### config.mk
export PLATFORM = sky130hd
export DESIGN_NAME = sd_serial_tx
export DESIGN_NICKNAME = d
export VERILOG_FILES = /design/src/rtl/sd_tx_pkg.sv /design/src/rtl/sd_tx_word_shifter.sv /design/src/rtl/sd_tx_scrambler.sv /design/src/rtl/sd_tx_nrzi.sv /design/src/rtl/sd_serial_tx.sv
export SDC_FILE = /design/constraint.sdc
export NUM_CORES = 1
export LEC_CHECK = 0
export ABC_AREA = 1
export ABC_CLOCK_PERIOD_IN_PS = 2800
export BUFFER_PORTS_ARGS = -buffer_cell sky130_fd_sc_hd__buf_2
export CORE_MARGIN = 5
export CORE_UTILIZATION = 61
export CTS_CLUSTER_DIAMETER = 120
export CTS_CLUSTER_SIZE = 28
export DETAILED_ROUTE_END_ITERATION = 8
export GPL_ROUTABILITY_DRIVEN = 0
export MAX_ROUTING_LAYER = met4
export PLACE_DENSITY = 0.85
export REMOVE_ABC_BUFFERS = 1
export SKIP_LAST_GASP = 1
export SLEW_MARGIN = 20
export SYNTH_ARGS = -nofsm -noshare
export SYNTH_HDL_FRONTEND = slang
export SYNTH_SLANG_ARGS = --single-unit
### constraint.sdc
create_clock -name clk_bit -period 2.8 [get_ports clk_bit]
set_input_delay 0.56 -clock clk_bit [delete_from_list [all_inputs] [get_ports clk_bit]]
set_output_delay 0.56 -clock clk_bit [all_outputs]
set_load 0.05 [all_outputs]
### src/rtl/sd_tx_pkg.sv
package sd_tx_pkg;

  // Word and scrambler geometry
  parameter int WORD_BITS = 10;
  parameter int SCR_LEN   = 9;
  parameter int SCR_TAP   = 4;

  // Scrambled bit from the data bit and the two delayed scrambled bits
  function automatic logic scr_next(input logic data_bit,
                                    input logic tap_short,
                                    input logic tap_long);
    return data_bit ^ tap_short ^ tap_long;
  endfunction

  // NRZI: a 1 flips the line, a 0 leaves it
  function automatic logic nrzi_next(input logic level,
                                     input logic code_bit);
    return level ^ code_bit;
  endfunction

endpackage

### src/rtl/sd_tx_word_shifter.sv
module sd_tx_word_shifter
  import sd_tx_pkg::*;
#(
  parameter int WORD_W = WORD_BITS
) (
  input  logic              clk_bit,
  input  logic              rst_n,
  input  logic              adv,
  input  logic              strobe,
  input  logic [WORD_W-1:0] word_in,
  output logic              ser_bit
);

  localparam int CNT_W = (WORD_W > 1) ? $clog2(WORD_W) : 1;
  localparam logic [CNT_W-1:0] LAST_IDX = CNT_W'(WORD_W - 1);

  logic [WORD_W-1:0] hold_q;
  logic [WORD_W-1:0] sh_q;
  logic [CNT_W-1:0]  cnt_q;
  logic              last_bit;
  logic              load_evt;

  assign last_bit = (cnt_q == LAST_IDX);
  assign load_evt = adv && last_bit;
  assign ser_bit  = sh_q[0];

  // Capture register: independent of lock
  always_ff @(posedge clk_bit or negedge rst_n) begin
    if (!rst_n)      hold_q <= '0;
    else if (strobe) hold_q <= word_in;
  end

  // Bit counter and LSB-first shift register
  always_ff @(posedge clk_bit or negedge rst_n) begin
    if (!rst_n) begin
      cnt_q <= '0;
      sh_q  <= '0;
    end else if (load_evt) begin
      cnt_q <= '0;
      sh_q  <= hold_q;
    end else if (adv) begin
      cnt_q <= cnt_q + 1'b1;
      sh_q  <= {1'b0, sh_q[WORD_W-1:1]};
    end
  end


  wrap_after_tenth_chk: assert property (@(posedge clk_bit) disable iff (!rst_n)
    load_evt |=> (cnt_q == '0));


  lsb_first_chk: assert property (@(posedge clk_bit) disable iff (!rst_n)
    (adv && !last_bit) |=> (ser_bit == $past(sh_q[1])));


  shifter_frozen_chk: assert property (@(posedge clk_bit) disable iff (!rst_n)
    !adv |=> ($stable(cnt_q) && $stable(sh_q)));

endmodule

### src/rtl/sd_tx_scrambler.sv
module sd_tx_scrambler
  import sd_tx_pkg::*;
#(
  parameter int LEN = SCR_LEN,
  parameter int TAP = SCR_TAP
) (
  input  logic clk_bit,
  input  logic rst_n,
  input  logic adv,
  input  logic data_bit,
  output logic scr_bit
);

  // st_q[0] is the scrambled bit one cycle back, st_q[i] is i+1 back
  logic [LEN-1:0] st_q;

  assign scr_bit = scr_next(data_bit, st_q[TAP-1], st_q[LEN-1]);

  always_ff @(posedge clk_bit or negedge rst_n) begin
    if (!rst_n)   st_q <= '0;
    else if (adv) st_q <= {st_q[LEN-2:0], scr_bit};
  end


  feedback_shift_chk: assert property (@(posedge clk_bit) disable iff (!rst_n)
    adv |=> (st_q[0] == $past(scr_bit)));


  scrambler_frozen_chk: assert property (@(posedge clk_bit) disable iff (!rst_n)
    !adv |=> $stable(st_q));

endmodule

### src/rtl/sd_tx_nrzi.sv
module sd_tx_nrzi
  import sd_tx_pkg::*;
(
  input  logic clk_bit,
  input  logic rst_n,
  input  logic adv,
  input  logic code_bit,
  output logic line,
  output logic line_oe
);

  logic level_q;
  logic oe_q;

  always_ff @(posedge clk_bit or negedge rst_n) begin
    if (!rst_n) begin
      level_q <= 1'b0;
      oe_q    <= 1'b0;
    end else begin
      oe_q <= 1'b1;
      if (adv) level_q <= nrzi_next(level_q, code_bit);
    end
  end

  assign line    = level_q;
  assign line_oe = oe_q;


  toggle_on_one_chk: assert property (@(posedge clk_bit) disable iff (!rst_n)
    adv |=> ((line != $past(line)) == $past(code_bit)));

endmodule

### src/rtl/sd_serial_tx.sv
module sd_serial_tx
  import sd_tx_pkg::*;
(
  input  logic                 clk_bit,
  input  logic                 rst_n,
  input  logic                 word_strobe,
  input  logic [WORD_BITS-1:0] word_in,
  input  logic                 lock_ok,
  output logic                 sdo,
  output logic                 sdo_oe
);

  logic data_bit;
  logic scr_bit;

  sd_tx_word_shifter #(.WORD_W(WORD_BITS)) u_shift (
    .clk_bit (clk_bit),
    .rst_n   (rst_n),
    .adv     (lock_ok),
    .strobe  (word_strobe),
    .word_in (word_in),
    .ser_bit (data_bit)
  );

  sd_tx_scrambler #(.LEN(SCR_LEN), .TAP(SCR_TAP)) u_scr (
    .clk_bit  (clk_bit),
    .rst_n    (rst_n),
    .adv      (lock_ok),
    .data_bit (data_bit),
    .scr_bit  (scr_bit)
  );

  sd_tx_nrzi u_nrzi (
    .clk_bit  (clk_bit),
    .rst_n    (rst_n),
    .adv      (lock_ok),
    .code_bit (scr_bit),
    .line     (sdo),
    .line_oe  (sdo_oe)
  );


  line_static_unlocked_chk: assert property (@(posedge clk_bit) disable iff (!rst_n)
    !lock_ok |=> $stable(sdo));


  enable_after_reset_chk: assert property (@(posedge clk_bit) disable iff (!rst_n)
    rst_n |=> sdo_oe);

endmodule

==> impl_metrics.env <==
export IMPL_antenna_found_initial=0
export IMPL_dp_hpwl_um=1840
export IMPL_slowest_delay_ns=0.38
export IMPL_cp_max_fo=3
export IMPL_dr_pass1_iters=4
export IMPL_critical_path_top_delay_family="flip-flops"
export IMPL_synth_cell_types=24
export IMPL_path_buf_inv=1
export IMPL_fin_crit_sh=0.551
export IMPL_skew_ns=0.0101
export IMPL_coreArea_mm2=0.00248
export IMPL_synthesis_area_mm2=0.00157
export IMPL_status="completed"
export IMPL_drive_above_1_share=0.188
export IMPL_num_io_pins=16
export IMPL_cts_resized=0
export IMPL_die_h_um=60.8
export IMPL_worstPathCellList="buf_2"
export IMPL_hold_slack_ns=0.275
export IMPL_clk_latency_ns=0.34
export IMPL_worst_slew_pin_slew_ns=0.741
export IMPL_leakage_nw=0.881
export IMPL_synth_top_area_share=0.557
export IMPL_hp_class="in -> async"
export IMPL_drc=0
export IMPL_synth_cells=175
export IMPL_startpoint_type="register"
export IMPL_p_per_area_mw_per_mm2=818
export IMPL_clk_path_buf_depth=2
export IMPL_htree_levels=2
export IMPL_slew_violations=0
export IMPL_ys_seq_area_frac=0.557
export IMPL_wl_um=2560
export IMPL_post_cts_buffers=0
export IMPL_clkSinkCount=35
export IMPL_grtUsageTotal=0.177
export IMPL_synth_warnings=0
export IMPL_grt_pass1_vias=1098
export IMPL_ys_seq_elements=35
export IMPL_die_area_mm2=0.00369
export IMPL_io_buffers=15
export IMPL_fill_cells=226
export IMPL_die_w_um=60.8
export IMPL_setup_tns_ns=0
export IMPL_rows=18
export IMPL_synth_area_leaders="dfrtp_1 (56%), nand2_1 (9.1%), o21ai_0 (7.6%), inv_1 (7.2%), nand3_1 (5.1%)"
export IMPL_ctsRootBufferMaster="clkbuf_4"
export IMPL_antenna_cells=0
export IMPL_final_util=0.686
export IMPL_max_freq_mhz=648
export IMPL_drtIter0Drc=30
export IMPL_avgRoutedWirePerCell_um=11.5
export IMPL_path_clk_slew_ns=0.10
export IMPL_cts_buffers=5
export IMPL_grt_pass1_wl_um=4600
export IMPL_area_delta_synth_final_pct=8.12
export IMPL_cp_data_arrival_time_ns=0.98
export IMPL_vias_per_cell=5.09
export IMPL_cap_viol_max_count=0
export IMPL_cp_end_kind="output pin"
export IMPL_yosys_area_top_type="dfrtp_1"
export IMPL_hold_viol=0
export IMPL_crit_type="reg -> out"
export IMPL_cts_hold_buf=0
export IMPL_start_util=0.634
export IMPL_layout_nets=207
export IMPL_gr_total_overflow=0
export IMPL_avgSynthCellArea_um2=8.98
export IMPL_cp_required_ns=2.24
export IMPL_cts_tree="done"
export IMPL_vias=1129
export IMPL_vdd_ir_drop_max_mv=0.563
export IMPL_setup_viol=0
export IMPL_grt_max_degree=36
export IMPL_relSlewSlack=0.506
export IMPL_fin_crit_ns=1.54
export IMPL_antenna_left=0
export IMPL_rsz0062_at_grt="false"
export IMPL_crit_slowest_cell="dfrtp_1"
[stage by stage]
step | cell area [um2] | power (mW) | std cells | setup WS, ns
final | 1700 | 1.39 | 222 | 1.26
after CTS | 1700 | 1.40 | 222 | 1.24
after detailed placement | 1650 | 1.15 | 214 | 1.17
after global routing | 1700 | 1.51 | 222 | 1.21
after floorplan | 1530 | 1.03 | 168 | 1.62
after global placement | 1650 | 1.12 | 214 | 1.27
[where the power goes]
group          total (mW)  switching, mW  internal [mW]
combinational       0.422          0.282          0.140
sequential          0.711         0.0655          0.646
clock               0.257          0.160         0.0978
[cells in the final DEF, fill, tap and decap left out]
cell type  Yosys  final
nand3_2        5      5
buf_4          2      1
clkinv_2       0      1
dfrtp_1       35     35
a21oi_2        1      1
nand2_1       38     38
clkbuf_4       0      5
a21oi_1        2      2
clkbuf_1       3      2
nor2_1         1      1
nand2_4        1      1
nand4_1        1      1
ha_1           2      2
inv_1         30     30
o22ai_1        2      2
inv_2          1      1
nand2_2        1      1
nand3_1       16     16
o21ai_1        1      1
nor3_1         1      1
conb_1         1      1
buf_2          1     15
o21ai_0       24     24
nor2_4         1      1
o21ai_2        4      4
[synthesized netlist by cell type, drive strengths merged]
| cell type | number |
|---|---|
| a21oi | 3 |
| nor3 | 1 |
| conb | 1 |
| buf | 4 |
| o22ai | 2 |
| o21ai | 29 |
| dfrtp | 35 |
| inv | 31 |
| clkbuf | 3 |
| nand3 | 21 |
| nand4 | 1 |
| nand2 | 40 |
| ha | 2 |
| nor2 | 2 |
[metal layers]
metal | vias to the layer above | part of all wire | track usage
met5 | - | 0 | -
met4 | 0 | 0.017 | 0.0650
met3 | 6 | 0.062 | 0.0638
met2 | 22 | 0.46 | 0.278
met1 | 519 | 0.46 | 0.209
li1 | 582 | - | -
[cells by family after synthesis]
kind of cell    after synthesis  synth area share
compound gates               34             0.122
fa+ha+maj                     2            0.0159
buf+inv                      38             0.101
flops                        35             0.557
simple gates                 65             0.201
other cells                   1           0.00239
[path summary, 6_finish.rpt]
path                                       start           endpoint  slack, ns  cells past startpoint
worst max-delay path                 u_nrzi.line                sdo       1.26                      1
worst min-delay path                       rst_n   u_shift.cnt_q[2]       0.27                      1
worst max register to register  u_shift.cnt_q[1]    u_shift.sh_q[2]       1.44                      8
worst min register to register     u_scr.st_q[5]      u_scr.st_q[5]       0.50                      2
max in group asynchronous                  rst_n    u_shift.sh_q[5]       2.05                      1
min in group clk_bit                  word_in[9]  u_shift.hold_q[9]       0.42                      3
[sequential cells by signal, indices dropped and copies added, names as in the netlist]
name and cells:
u_scr.st_q 9, u_nrzi.line_oe 1, u_shift.sh_q 10, u_shift.hold_q 10, u_shift.cnt_q 4, u_nrzi.line 1
[cell type report]
cell class              instances  area [um2]  area share
clock buffers                   7        45.0      0.0265
multi-input cells             102         537       0.316
well taps                      30        37.5      0.0221
repair buffers                 16        82.6      0.0486
flip-flops and latches         35         876       0.515
clock inverters                 1        5.00     0.00295
inverters                      31         116      0.0685
(Power assumes the default switching activity.)
